<file path="src/rtl/fcs_pkg.sv">
package fcs_pkg;

    typedef enum logic [1:0] {
        RD_ARRAY  = 2'd0,
        RD_IDENT  = 2'd1,
        RD_STATUS = 2'd2
    } rd_mode_e;

    typedef enum logic [1:0] {
        PEND_NONE,
        PEND_ERASE,
        PEND_PROG,
        PEND_LOCK
    } pend_e;

    typedef enum logic [2:0] {
        OP_NONE,
        OP_ERASE,
        OP_PROG,
        OP_LOCK_SET,
        OP_MASTER_SET,
        OP_LOCK_CLR
    } op_kind_e;

    typedef struct packed {
        op_kind_e   kind;
        logic [7:0] data;
    } op_req_t;

    typedef struct packed {
        logic erase_err;
        logic prog_err;
        logic protect;
    } err_flags_t;

    localparam logic [7:0] CMD_ARRAY     = 8'hFF;
    localparam logic [7:0] CMD_IDENT     = 8'h90;
    localparam logic [7:0] CMD_STATUS    = 8'h70;
    localparam logic [7:0] CMD_CLEAR     = 8'h50;
    localparam logic [7:0] CMD_ERASE     = 8'h20;
    localparam logic [7:0] CMD_PROG_A    = 8'h40;
    localparam logic [7:0] CMD_PROG_B    = 8'h10;
    localparam logic [7:0] CMD_LOCK      = 8'h60;
    localparam logic [7:0] CMD_PARK      = 8'hB0;
    localparam logic [7:0] CMD_CONFIRM   = 8'hD0;
    localparam logic [7:0] SUB_BLOCK_LK  = 8'h01;
    localparam logic [7:0] SUB_MASTER_LK = 8'hF1;

    function automatic logic [7:0] pack_status(logic rdy, logic e_park, logic p_park,
                                               err_flags_t e);
        return {rdy, e_park, e.erase_err, e.prog_err, 1'b0, p_park, e.protect, 1'b0};
    endfunction

    function automatic logic can_park(op_kind_e k);
        return (k == OP_ERASE) || (k == OP_PROG);
    endfunction

endpackage

</file>
<file path="src/rtl/fcs_decoder.sv">
module fcs_decoder
    import fcs_pkg::*;
#(
    parameter int ADDR_W = 6
) (
    input  logic              clk,
    input  logic              rst,
    input  logic              wr_en,
    input  logic [ADDR_W-1:0] addr,
    input  logic [7:0]        wdata,
    input  logic              busy,
    input  logic              parked,
    output rd_mode_e          rd_mode,
    output op_req_t           req,
    output logic [ADDR_W-1:0] req_addr,
    output logic              seq_err,
    output logic              park_req,
    output logic              resume_req,
    output logic              clr_req
);

    pend_e    pend_q, pend_d;
    rd_mode_e mode_d;

    assign req_addr = addr;

    always_comb begin
        pend_d     = pend_q;
        mode_d     = rd_mode;
        req        = '{kind: OP_NONE, data: wdata};
        seq_err    = 1'b0;
        park_req   = 1'b0;
        resume_req = 1'b0;
        clr_req    = 1'b0;
        if (wr_en) begin
            if (pend_q != PEND_NONE) begin
                pend_d = PEND_NONE;
                mode_d = RD_STATUS;
                case (pend_q)
                    PEND_ERASE: begin
                        if (wdata == CMD_CONFIRM) req.kind = OP_ERASE;
                        else                      seq_err  = 1'b1;
                    end
                    PEND_PROG: req.kind = OP_PROG;
                    default: begin
                        case (wdata)
                            SUB_BLOCK_LK:  req.kind = OP_LOCK_SET;
                            SUB_MASTER_LK: req.kind = OP_MASTER_SET;
                            CMD_CONFIRM:   req.kind = OP_LOCK_CLR;
                            default:       seq_err  = 1'b1;
                        endcase
                    end
                endcase
            end else if (busy && !parked) begin
                if (wdata == CMD_PARK)        park_req = 1'b1;
                else if (wdata == CMD_STATUS) mode_d   = RD_STATUS;
            end else if (parked) begin
                case (wdata)
                    CMD_ARRAY:   mode_d = RD_ARRAY;
                    CMD_STATUS:  mode_d = RD_STATUS;
                    CMD_IDENT:   mode_d = RD_IDENT;
                    CMD_CONFIRM: begin
                        resume_req = 1'b1;
                        mode_d     = RD_STATUS;
                    end
                    default: ;
                endcase
            end else begin
                case (wdata)
                    CMD_ARRAY:  mode_d = RD_ARRAY;
                    CMD_IDENT:  mode_d = RD_IDENT;
                    CMD_STATUS: mode_d = RD_STATUS;
                    CMD_CLEAR:  clr_req = 1'b1;
                    CMD_ERASE: begin
                        pend_d = PEND_ERASE;
                        mode_d = RD_STATUS;
                    end
                    CMD_PROG_A, CMD_PROG_B: begin
                        pend_d = PEND_PROG;
                        mode_d = RD_STATUS;
                    end
                    CMD_LOCK: begin
                        pend_d = PEND_LOCK;
                        mode_d = RD_STATUS;
                    end
                    CMD_PARK, CMD_CONFIRM: ;
                    default: begin
                        seq_err = 1'b1;
                        mode_d  = RD_STATUS;
                    end
                endcase
            end
        end
    end

    always_ff @(posedge clk) begin
        if (rst) begin
            pend_q  <= PEND_NONE;
            rd_mode <= RD_ARRAY;
        end else begin
            pend_q  <= pend_d;
            rd_mode <= mode_d;
        end
    end


    pend_idle_chk: assert property (@(posedge clk) disable iff (rst)
        (pend_q != PEND_NONE) |-> (!busy && !parked));

endmodule

</file>
<file path="src/rtl/fcs_guard.sv">
module fcs_guard
    import fcs_pkg::*;
#(
    parameter int NUM_BLOCKS = 4,
    parameter int BLK_W      = 2
) (
    input  op_kind_e              kind,
    input  logic [BLK_W-1:0]      blk,
    input  logic [NUM_BLOCKS-1:0] lock_bits,
    input  logic                  master,
    input  logic                  hv_en,
    output logic                  allow
);

    always_comb begin
        case (kind)
            OP_ERASE, OP_PROG:       allow = !lock_bits[blk] || hv_en;
            OP_LOCK_SET, OP_LOCK_CLR: allow = !master || hv_en;
            OP_MASTER_SET:           allow = hv_en;
            default:                 allow = 1'b1;
        endcase
    end

endmodule

</file>
<file path="src/rtl/fcs_engine.sv">
module fcs_engine
    import fcs_pkg::*;
#(
    parameter int ADDR_W       = 6,
    parameter int ERASE_CYCLES = 12,
    parameter int PROG_CYCLES  = 4,
    parameter int LOCK_CYCLES  = 6
) (
    input  logic              clk,
    input  logic              rst,
    input  op_req_t           req,
    input  logic [ADDR_W-1:0] req_addr,
    input  logic              allow,
    input  logic              seq_err,
    input  logic              park_req,
    input  logic              resume_req,
    input  logic              clr_req,
    output logic              busy,
    output logic              parked,
    output logic [7:0]        status,
    output op_req_t           commit,
    output logic [ADDR_W-1:0] commit_addr
);

    localparam int MAX_A  = (ERASE_CYCLES > PROG_CYCLES) ? ERASE_CYCLES : PROG_CYCLES;
    localparam int MAX_C  = (MAX_A > LOCK_CYCLES) ? MAX_A : LOCK_CYCLES;
    localparam int CNT_W  = $clog2(MAX_C + 1);

    function automatic logic [CNT_W-1:0] load_of(op_kind_e k);
        case (k)
            OP_ERASE: return CNT_W'(ERASE_CYCLES - 1);
            OP_PROG:  return CNT_W'(PROG_CYCLES - 1);
            default:  return CNT_W'(LOCK_CYCLES - 1);
        endcase
    endfunction

    logic              busy_q, park_q;
    logic [CNT_W-1:0]  cnt_q;
    op_req_t           cur_q;
    logic [ADDR_W-1:0] cur_addr_q;
    err_flags_t        err_q;
    logic              done;

    assign done        = busy_q && !park_q && (cnt_q == '0);
    assign commit      = '{kind: done ? cur_q.kind : OP_NONE, data: cur_q.data};
    assign commit_addr = cur_addr_q;
    assign busy        = busy_q;
    assign parked      = park_q;
    assign status      = pack_status(!busy_q || park_q,
                                     park_q && (cur_q.kind == OP_ERASE),
                                     park_q && (cur_q.kind == OP_PROG),
                                     err_q);

    always_ff @(posedge clk) begin
        if (rst) begin
            busy_q     <= 1'b0;
            park_q     <= 1'b0;
            cnt_q      <= '0;
            cur_q      <= '{kind: OP_NONE, data: 8'h00};
            cur_addr_q <= '0;
            err_q      <= '0;
        end else begin
            if (busy_q && !park_q) begin
                if (done) begin
                    busy_q <= 1'b0;
                end else begin
                    cnt_q <= cnt_q - 1'b1;
                    if (park_req && can_park(cur_q.kind)) park_q <= 1'b1;
                end
            end
            if (park_q && resume_req) park_q <= 1'b0;
            if (req.kind != OP_NONE) begin
                if (allow) begin
                    busy_q     <= 1'b1;
                    cur_q      <= req;
                    cur_addr_q <= req_addr;
                    cnt_q      <= load_of(req.kind);
                end else begin
                    err_q.protect <= 1'b1;
                    if (req.kind == OP_ERASE) err_q.erase_err <= 1'b1;
                    if (req.kind == OP_PROG)  err_q.prog_err  <= 1'b1;
                end
            end
            if (seq_err) begin
                err_q.erase_err <= 1'b1;
                err_q.prog_err  <= 1'b1;
            end
            if (clr_req) err_q <= '0;
        end
    end


    start_busy_chk: assert property (@(posedge clk) disable iff (rst)
        (req.kind != OP_NONE && allow) |=> busy_q);


    deny_idle_chk: assert property (@(posedge clk) disable iff (rst)
        (req.kind != OP_NONE && !allow && !busy_q) |=> (!busy_q && err_q.protect));


    park_freeze_chk: assert property (@(posedge clk) disable iff (rst)
        park_q |=> $stable(cnt_q));


    protect_sticky_chk: assert property (@(posedge clk) disable iff (rst)
        (err_q.protect && !clr_req) |=> err_q.protect);

endmodule

</file>
<file path="src/rtl/fcs_array.sv">
module fcs_array
    import fcs_pkg::*;
#(
    parameter int NUM_BLOCKS  = 4,
    parameter int BLOCK_BYTES = 16,
    parameter int ADDR_W      = 6
) (
    input  logic                  clk,
    input  logic                  rst,
    input  op_req_t               commit,
    input  logic [ADDR_W-1:0]     commit_addr,
    input  logic [ADDR_W-1:0]     rd_addr,
    output logic [7:0]            rd_byte,
    output logic [NUM_BLOCKS-1:0] lock_bits,
    output logic                  master
);

    localparam int DEPTH = NUM_BLOCKS * BLOCK_BYTES;
    localparam int OFF_W = $clog2(BLOCK_BYTES);
    localparam int BLK_W = ADDR_W - OFF_W;

    logic [DEPTH*8-1:0]    flat;
    logic [BLK_W-1:0]      cblk;
    logic [NUM_BLOCKS-1:0] lock_q;
    logic                  master_q;

    assign cblk      = commit_addr[ADDR_W-1 -: BLK_W];
    assign rd_byte   = flat[{rd_addr, 3'b000} +: 8];
    assign lock_bits = lock_q;
    assign master    = master_q;

    for (genvar g = 0; g < DEPTH; g++) begin : g_cell
        localparam logic [ADDR_W-1:0] MY_ADDR = ADDR_W'(g);
        localparam logic [BLK_W-1:0]  MY_BLK  = BLK_W'(g / BLOCK_BYTES);
        logic [7:0] cell_q;

        always_ff @(posedge clk) begin
            if (rst)
                cell_q <= 8'hFF;
            else if (commit.kind == OP_ERASE && cblk == MY_BLK)
                cell_q <= 8'hFF;
            else if (commit.kind == OP_PROG && commit_addr == MY_ADDR)
                cell_q <= cell_q & commit.data;
        end

        assign flat[g*8 +: 8] = cell_q;


        prog_clears_chk: assert property (@(posedge clk) disable iff (rst)
            (commit.kind == OP_PROG) |=> ((cell_q & ~$past(cell_q)) == 8'h00));
    end

    always_ff @(posedge clk) begin
        if (rst) begin
            lock_q   <= '0;
            master_q <= 1'b0;
        end else begin
            case (commit.kind)
                OP_LOCK_SET:   lock_q[cblk] <= 1'b1;
                OP_LOCK_CLR:   lock_q       <= '0;
                OP_MASTER_SET: master_q     <= 1'b1;
                default: ;
            endcase
        end
    end


    master_sticky_chk: assert property (@(posedge clk) disable iff (rst)
        master_q |=> master_q);

endmodule

</file>
<file path="src/rtl/flash_cmd_seq.sv">
module flash_cmd_seq
    import fcs_pkg::*;
#(
    parameter int          NUM_BLOCKS   = 4,
    parameter int          BLOCK_BYTES  = 16,
    parameter int          ERASE_CYCLES = 12,
    parameter int          PROG_CYCLES  = 4,
    parameter int          LOCK_CYCLES  = 6,
    parameter logic [7:0]  MFR_CODE     = 8'h5A,
    parameter logic [7:0]  DEV_CODE     = 8'hC3,
    parameter int          ADDR_W       = $clog2(NUM_BLOCKS * BLOCK_BYTES)
) (
    input  logic              clk,
    input  logic              rst,
    input  logic              wr_en,
    input  logic [ADDR_W-1:0] addr,
    input  logic [7:0]        wdata,
    input  logic              hv_en,
    output logic [7:0]        rdata,
    output logic              ready
);

    localparam int BLK_W = $clog2(NUM_BLOCKS);

    rd_mode_e              rd_mode;
    op_req_t               req, commit;
    logic [ADDR_W-1:0]     req_addr, commit_addr;
    logic                  seq_err, park_req, resume_req, clr_req;
    logic                  busy, parked, allow, master;
    logic [7:0]            status, arr_byte;
    logic [NUM_BLOCKS-1:0] lock_bits;

    fcs_decoder #(.ADDR_W(ADDR_W)) u_dec (
        .clk(clk), .rst(rst), .wr_en(wr_en), .addr(addr), .wdata(wdata),
        .busy(busy), .parked(parked), .rd_mode(rd_mode), .req(req),
        .req_addr(req_addr), .seq_err(seq_err), .park_req(park_req),
        .resume_req(resume_req), .clr_req(clr_req)
    );

    fcs_guard #(.NUM_BLOCKS(NUM_BLOCKS), .BLK_W(BLK_W)) u_guard (
        .kind(req.kind), .blk(req_addr[ADDR_W-1 -: BLK_W]), .lock_bits(lock_bits),
        .master(master), .hv_en(hv_en), .allow(allow)
    );

    fcs_engine #(
        .ADDR_W(ADDR_W), .ERASE_CYCLES(ERASE_CYCLES),
        .PROG_CYCLES(PROG_CYCLES), .LOCK_CYCLES(LOCK_CYCLES)
    ) u_eng (
        .clk(clk), .rst(rst), .req(req), .req_addr(req_addr), .allow(allow),
        .seq_err(seq_err), .park_req(park_req), .resume_req(resume_req),
        .clr_req(clr_req), .busy(busy), .parked(parked), .status(status),
        .commit(commit), .commit_addr(commit_addr)
    );

    fcs_array #(
        .NUM_BLOCKS(NUM_BLOCKS), .BLOCK_BYTES(BLOCK_BYTES), .ADDR_W(ADDR_W)
    ) u_arr (
        .clk(clk), .rst(rst), .commit(commit), .commit_addr(commit_addr),
        .rd_addr(addr), .rd_byte(arr_byte), .lock_bits(lock_bits), .master(master)
    );

    assign ready = status[7];

    always_comb begin
        case (rd_mode)
            RD_STATUS: rdata = status;
            RD_IDENT: begin
                case (addr[1:0])
                    2'd0:    rdata = MFR_CODE;
                    2'd1:    rdata = DEV_CODE;
                    2'd2:    rdata = {7'b0, lock_bits[addr[ADDR_W-1 -: BLK_W]]};
                    default: rdata = {7'b0, master};
                endcase
            end
            default: rdata = arr_byte;
        endcase
    end

endmodule

</file>
<file path="config.mk">
export PLATFORM = sky130hd
export DESIGN_NAME = flash_cmd_seq
export DESIGN_NICKNAME = d
export VERILOG_FILES = /design/src/rtl/fcs_pkg.sv /design/src/rtl/fcs_decoder.sv /design/src/rtl/fcs_guard.sv /design/src/rtl/fcs_engine.sv /design/src/rtl/fcs_array.sv /design/src/rtl/flash_cmd_seq.sv
export SDC_FILE = /design/constraint.sdc
export NUM_CORES = 1
export LEC_CHECK = 0
export BUFFER_PORTS_ARGS = -buffer_cell sky130_fd_sc_hd__buf_2
export CAP_MARGIN = 5
export CORE_ASPECT_RATIO = 0.8
export CORE_UTILIZATION = 30
export DETAILED_ROUTE_END_ITERATION = 12
export SLEW_MARGIN = 25
export SYNTH_ARGS = -nofsm -noshare
export SYNTH_HDL_FRONTEND = slang
export SYNTH_SLANG_ARGS = --single-unit
</file>
<file path="constraint.sdc">
create_clock -name clk -period 3.65 [get_ports clk]
set_input_delay 0.73 -clock clk [delete_from_list [all_inputs] [get_ports clk]]
set_output_delay 0.73 -clock clk [all_outputs]
set_load 0.02 [all_outputs]
</file>
==> summary.md, run 1 <==
| Metric | Value |
|---|---|
| Status | `finished with violations` |
| Failing checks | `setup timing` |
| Synthesized instance count | `between 2,000 and 2,500` |
| Hold EP | `u_arr.g_cell[0].cell_q[6]` |
| CTS tree | `built` |
| DR WL/cell | `20.1 µm` |
| Worst Reg-to-Reg Cells | `9` |
| GRT Max-Usage Layer | `met2` |
| Ys Warns | `0` |
| # fillers | `7,065` |
| Setup TNS | `-0.0177 ns` |
| Total track usage | `about 17%` |
| Top FF cell, synth | `dfxtp_1` |
| Setup ws final | `-0.0177 ns` |
| Later-pin clock latency in the skew report | `0.58 ns` |
| Hold_sp | `u_arr.g_cell[0].cell_q[6]` |
| Post-Synth Simple-Gate Area | `14.1%` |
| CP arrival | `2.94 ns` |
| Fin nets | `about 2,300` |
| Largest net degree at the start of global routing | `roughly 130` |
| Fraction of registers with async set/reset | `0%` |
| IO Pins | `27` |
| Register area share after synthesis | `49.8%` |
| Layout area overhead | `16.5%` |
| Reg area | `11,000 µm²` |
| Clock Root Buffer | `clkbuf_16` |
| Worst Path Class, Setup | `in2out` |
| Worst VDD drop | `0.000355 V` |
| Share of post-route cells with drive strength above 1 | `~17%` |
| FF-to-FF End | `u_arr.g_cell[54].cell_q[7]` |
| Max_slew headroom | `32.9%` |
| CP endpoint kind | `output pin` |
| CP Launch Type | `primary input` |
| Final Cycle Share | `100%` |
| Vias | `around 18,000` |
| Compound-cell area share of the yosys netlist | `15.1%` |
| Post-layout minimum cycle time | `3.67 ns` |
| CP required | `slightly below 3 ns` |
| Die H | `about 240 µm` |
| Worst hold stages | `2` |
| Mapped cell area | `22,000 µm²` |
| Total CTS buffers | `49` |
| Max-Cap Viols | `0` |
| Non-Filler Instances | `between 3,000 and 4,000` |
| Initial antenna violation count | `1` |
| M1 GR Usage | `24.2%` |
| Avg Cell Area, Syn | `9.59 µm²` |
| Synthesized-area fraction occupied by xor and xnor cells | `0.319%` |
| P_leak | `between 0.008 and 0.009 µW` |
| Mux contribution to synthesized area | `16.8%` |
| Detailed Route WL | `65.5 mm` |
| Top-count cell post-synth | `nand2_1` |
| Initial Util | `30.4%` |
| Top cells by area, synth | `dfxtp_1 (50%), mux4_2 (16%), o21ai_0 (12%)` |
| Final Instance Area | `25,600 µm²` |
| Core area | `72,300 µm²` |
| Largest family of logic cells by synthesized area | `multiplexers` |
| EDFF count, synth | `0` |
| Initial drt markers | `2,173` |
| Synth cell count leaders | `nand2_1 (593), dfxtp_1 (547), o21ai_0 (538), mux4_2 (157), clkbuf_1 (149)` |
| Multi-input logic area | `10,400 µm²` |
| Die W | `around 300 µm` |
| Overflow after GRT | `0` |
| Distinct cell type count after synthesis | `64` |
| Adder-Cell Fraction of Synth Area | `0.341%` |
| Met2 usage | `25.8%` |
| F_max | `~270 MHz` |
| Hold buffer count at cts | `0` |
| Vias per Instance | `5.43` |
| Clk buf depth | `3` |
| H-tree Lvls | `2` |
| Clk sink count | `547` |
| WHS | `~0.46 ns` |
| DIE AREA | `74,400 µm²` |
| Final Hold Fails | `0` |
| Maximum fanout along the worst path | `5` |
| Setup-failing EPs final | `1` |
| Vias in the first global route | `16,800` |
| Number of nets with antenna violations after routing | `0` |
| Pins over their slew limit | `0` |
| Share of Yosys cell area claimed by the top area cell type | `49.8%` |
| Hpwl dp | `41.5 mm` |
| Tightest Pin Transition | `roughly 1.0 ns` |
| GP Congestion | `slightly below 0.9` |
| R2r startpoint | `u_eng.cnt_q[1]` |
| Met3 Use GR | `3.88%` |
| Worst Hold Class | `reg2reg` |
| Syn_nets | `about 2,300` |
| # rows | `between 80 and 90` |
| Pwr dens | `between 400 and 500 nW/µm²` |
| Drt drc | `0` |
| Drt first pass iters | `6` |
| First-pass GRT wire length | `~100 mm` |
| Yosys top cell by area | `dfxtp_1` |
| Synth Register Bits | `approximately 550` |
| Placed cell area | `around 23,000 µm²` |
| Inst Count DP | `around 3,200` |
| Reg2Reg Setup Slack | `0.38 ns` |
| Clock skew | `0.0219 ns` |
| Clock slew at reported path FFs | `0.06 ns` |
| Pre-CTS WS | `-0.434 ns` |
| PortBufs | `26` |
| RSZ-0062 raised after global routing | `yes` |
-- registers in the layout, summed over array words and instances (netlist names), 2 cells and up --
signal	cells
u_arr.lock_bits	4
u_eng.status	3
u_eng.commit	8
u_eng.cnt_q	4
u_eng.commit_addr	6
u_arr.g_cell.cell_q	512
u_dec.rd_mode	2
u_dec.pend_q	2
u_eng.cur_q	3
-- cells by family after synthesis --
family | count (synthesis)
and+or+nand+nor | 737
xor gates and xnor gates | 8
buffers and inverters | 196
AOI/OAI and AO/OA | 626
DFF | 547
adders and majority gates | 6
muxes | 173
-- report_power, final --
| group | switching, µW | total (µW) | leakage, µW | internal [µW] |
|---|---|---|---|---|
| Clock | 2240 | 5310 | 0.000796 | 3060 |
| Combinational | 337 | 569 | 0.00336 | 232 |
| Sequential | 5.84 | 5970 | 0.00443 | 5970 |
| Total | 2590 | 11800 | 0.00859 | 9260 |
-- cells in the final DEF (no fill, tap or decap), drive strengths merged, types with 6 or more instances in the layout --
cell    count
nor3       15
nor2       42
nand2     593
o21ai     539
buf       115
inv        15
a21oi      31
ha          6
mux2i      13
clkbuf     76
a31oi       9
dfxtp     547
nor4        6
nand4       6
nor2b      17
or3b       13
a211oi      8
nand2b     13
mux4      157
-- cell type report --
cell class / instances / share of cell area, %
Multi-Input combinational cell: 1550 / 40.7
Timing Repair Buffer: 120 / 5.28
Clock inverter: 10 / 0.620
Tap cell: 945 / 4.61
Inverter: 14 / 0.205
Clock buffer: 71 / 5.75
Antenna cell: 1 / 0.00977
Sequential cell: 547 / 42.8
-- per-stage QoR --
step	utilization (%)	power, µW
after floorplan	-	6420
after global placement	32.4	6600
after detailed placement	32.4	6610
after CTS	34.9	11900
after global routing	35.4	12200
final	35.4	11800
-- critical path, cell delays in order --
cell	delay, ns
clkbuf_16	0.18
clkbuf_16	0.18
mux4_2	0.50
mux4_2	0.54
nor2b_1	0.18
a211oi_2	0.29
nor3_1	0.14
buf_2	0.19
-- metal layers --
layer	up-vias	share of wire, %
li1	8056	-
met1	8776	45
met2	760	44
met3	100	8.8
met4	0	2.2
met5	-	0
-- how the worst max path moves through the flow --
stage,from,endpoint
after CTS,addr[0],rdata[6]
after global placement,addr[0],rdata[1]
after detailed placement,addr[0],rdata[1]
after floorplan,addr[1],rdata[2]
final,addr[0],rdata[1]
after global routing,addr[0],rdata[0]
-- timing repair --
item | in CTS | in global routing
resized for setup | 25 | 25
cloned | 3 | 5
setup buffers | 4 | 15
endpoints found under the setup margin | 8 | 8
pin swaps | 2 | 3
(Power assumes the default switching activity.)
==> run 2: changes to the inputs <==
--- a/config.mk
+++ b/config.mk
@@ -5,7 +5,7 @@
 export SDC_FILE = /design/constraint.sdc
 export NUM_CORES = 1
 export LEC_CHECK = 0
-export BUFFER_PORTS_ARGS = -buffer_cell sky130_fd_sc_hd__buf_2
+export BUFFER_PORTS_ARGS = -buffer_cell sky130_fd_sc_hd__buf_4
 export CAP_MARGIN = 5
 export CORE_ASPECT_RATIO = 0.8
 export CORE_UTILIZATION = 30
==> summary.md, run 2 (synthesis results as in run 1) <==
| Metric | Value |
|---|---|
| RSZ-0062 raised after global routing | `yes` |
| Clock slew at reported path FFs | `about 0.060 ns` |
| P_leak | `0.00861 µW` |
| Fin nets | `2,313` |
| Setup ws final | `-0.110 ns` |
| Die W | `305 µm` |
| Commonest non-fill, non-tap cells in the layout | `nand2_1 (592), dfxtp_1 (539), o21ai_0 (535), mux4_2 (157), buf_4 (90)` |
| Initial antenna violation count | `0` |
| Hpwl dp | `41.7 mm` |
| Largest net degree at the start of global routing | `roughly 130` |
| P_sw | `2660 µW` |
| Worst Reg-to-Reg Cells | `9` |
| Tightest Pin Transition | `1.03 ns` |
| Detailed Route WL | `between 60 and 70 mm` |
| Hold EP | `u_arr.g_cell[28].cell_q[2]` |
| Total CTS buffers | `50` |
| Worst Path Class, Setup | `in2out` |
| Final Hold Fails | `0` |
| Pwr dens | `457 nW/µm²` |
| Pre-CTS WS | `-0.374 ns` |
| R2r startpoint | `u_eng.cnt_q[0]` |
| Die H | `244 µm` |
| Setup-failing EPs final | `8` |
| Number of nets with antenna violations after routing | `0` |
| Pins over their slew limit | `0` |
| Int Power | `9030 µW` |
| CP max-delay cell | `mux4_2` |
| Maximum fanout along the worst path | `7` |
| Clock skew | `0.0204 ns` |
| CP required | `2.92 ns` |
| Inst Count DP | `3,170` |
| Failing checks | `setup timing` |
| Total Power | `roughly 12,000 µW` |
| Combinational share of power | `4.9%` |
| Drt first pass iters | `6` |
| Crit-path cells | `clkbuf_16, buf_12, buf_12, buf_16, mux4_2, mux4_2, mux2i_2, o211ai_1, buf_4, buf_6` |
| Later-pin clock latency in the skew report | `0.59 ns` |
| Reg2Reg Setup Slack | `0.41 ns` |
| # rows | `88` |
| CP arrival | `3.03 ns` |
| Vias per Instance | `5.42` |
| Largest register FFs | `a little over 500` |
| Clock Root Buffer | `clkbuf_16` |
| Share of post-route cells with drive strength above 1 | `between 10% and 20%` |
| Util after Layout | `between 30% and 40%` |
| Initial Util | `30.4%` |
| Worst Hold Class | `reg2reg` |
| Vias in the first global route | `between 15,000 and 20,000` |
| DIE AREA | `74,400 µm²` |
| Hold buffer count at cts | `0` |
| Reg with most FFs | `u_arr.g_cell.cell_q` |
| Max_slew headroom | `31.5%` |
| Worst VDD drop | `0.000348 V` |
| Worst hold stages | `2` |
| Max-Cap Viols | `0` |
| Initial drt markers | `slightly above 2,000` |
| CP endpoint kind | `output pin` |
| IO Pins | `27` |
| Antenna diode count | `0` |
| Clk sink count | `547` |
| Vias | `17,700` |
| Overflow after GRT | `0` |
| First-pass GRT wire length | `99.6 mm` |
| Hold_sp | `u_arr.g_cell[28].cell_q[2]` |
| Non-Filler Instances | `about 3,300` |
| Post-layout minimum cycle time | `~3.8 ns` |
| PortBufs | `26` |
| Core area | `approximately 72,000 µm²` |
| CP Launch Type | `primary input` |
| Layout area overhead | `16.4%` |
| Clock share of power | `44.0%` |
| Final Cycle Share | `103%` |
| H-tree Lvls | `2` |
| Seq pwr share | `51.1%` |
| Status | `finished with violations` |
| Drt drc | `0` |
| Clk buf depth | `3` |
| Most common cell after layout, fill and taps aside | `nand2_1` |
| Total track usage | `16.9%` |
| CTS tree | `built` |
| Switching Fraction | `22.8%` |
| F_max | `266 MHz` |
| DR WL/cell | `19.7 µm` |
| Slowest stage delay, CP | `around 0.53 ns` |
| GP Congestion | `0.865` |
| FF-to-FF End | `u_arr.g_cell[42].cell_q[5]` |
-- run 2: layer usage --
metal	wire (µm)	global-route usage, %
met1	29700	24.5
met2	27700	25.0
met3	5540	3.86
met4	1430	4.46
met5	0	0
-- run 2: layout make-up --
class,count,area [µm²]
flip-flops and latches,547,11000
repair buffers,126,1340
well taps,945,1180
fillers,7128,46700
multi-input cells,1550,10500
clock inverters,9,78.8
inverters,14,52.6
clock buffers,78,1500
-- run 2: worst max path at each step --
stage	startpoint	end	depth (start not counted)
after CTS	addr[0]	rdata[5]	10
after global routing	addr[0]	rdata[5]	10
after detailed placement	addr[0]	rdata[1]	9
final	addr[0]	rdata[5]	10
after floorplan	addr[1]	rdata[2]	9
after global placement	addr[0]	rdata[1]	9
-- run 2: what timing repair did --
action | 4_1_cts | 5_1_grt
endpoints found under the setup margin | 8 | 8
gates cloned | 4 | 0
gates resized for setup | 52 | 10
pin swaps | 9 | 7
buffers inserted | 10 | 1
-- run 2: power by group through the flow --
stage | sequential [µW] | combinational [µW] | clock [µW]
floorplan | 6110 | 311 | 0
global placement | 6110 | 505 | 0
detailed placement | 6110 | 511 | 0
CTS | 5980 | 572 | 5210
global route | 5970 | 608 | 5470
finish | 5970 | 578 | 5140
-- run 2: metrics by stage --
step	instance area, µm²	hold slack (ns)	TNS, ns
after floorplan	22000	0.435	0
after global placement	23600	0.442	-1.92
after detailed placement	23600	0.449	-1.95
after CTS	25500	0.459	-0.527
after global routing	25600	0.474	-0.908
final	25600	0.459	-0.565
-- run 2: critical path, delay by kind of cell --
family | cells | cell delay [ns]
compound gates | 1 | 0.11
buf+inv | 6 | 0.88
mux | 3 | 1.28
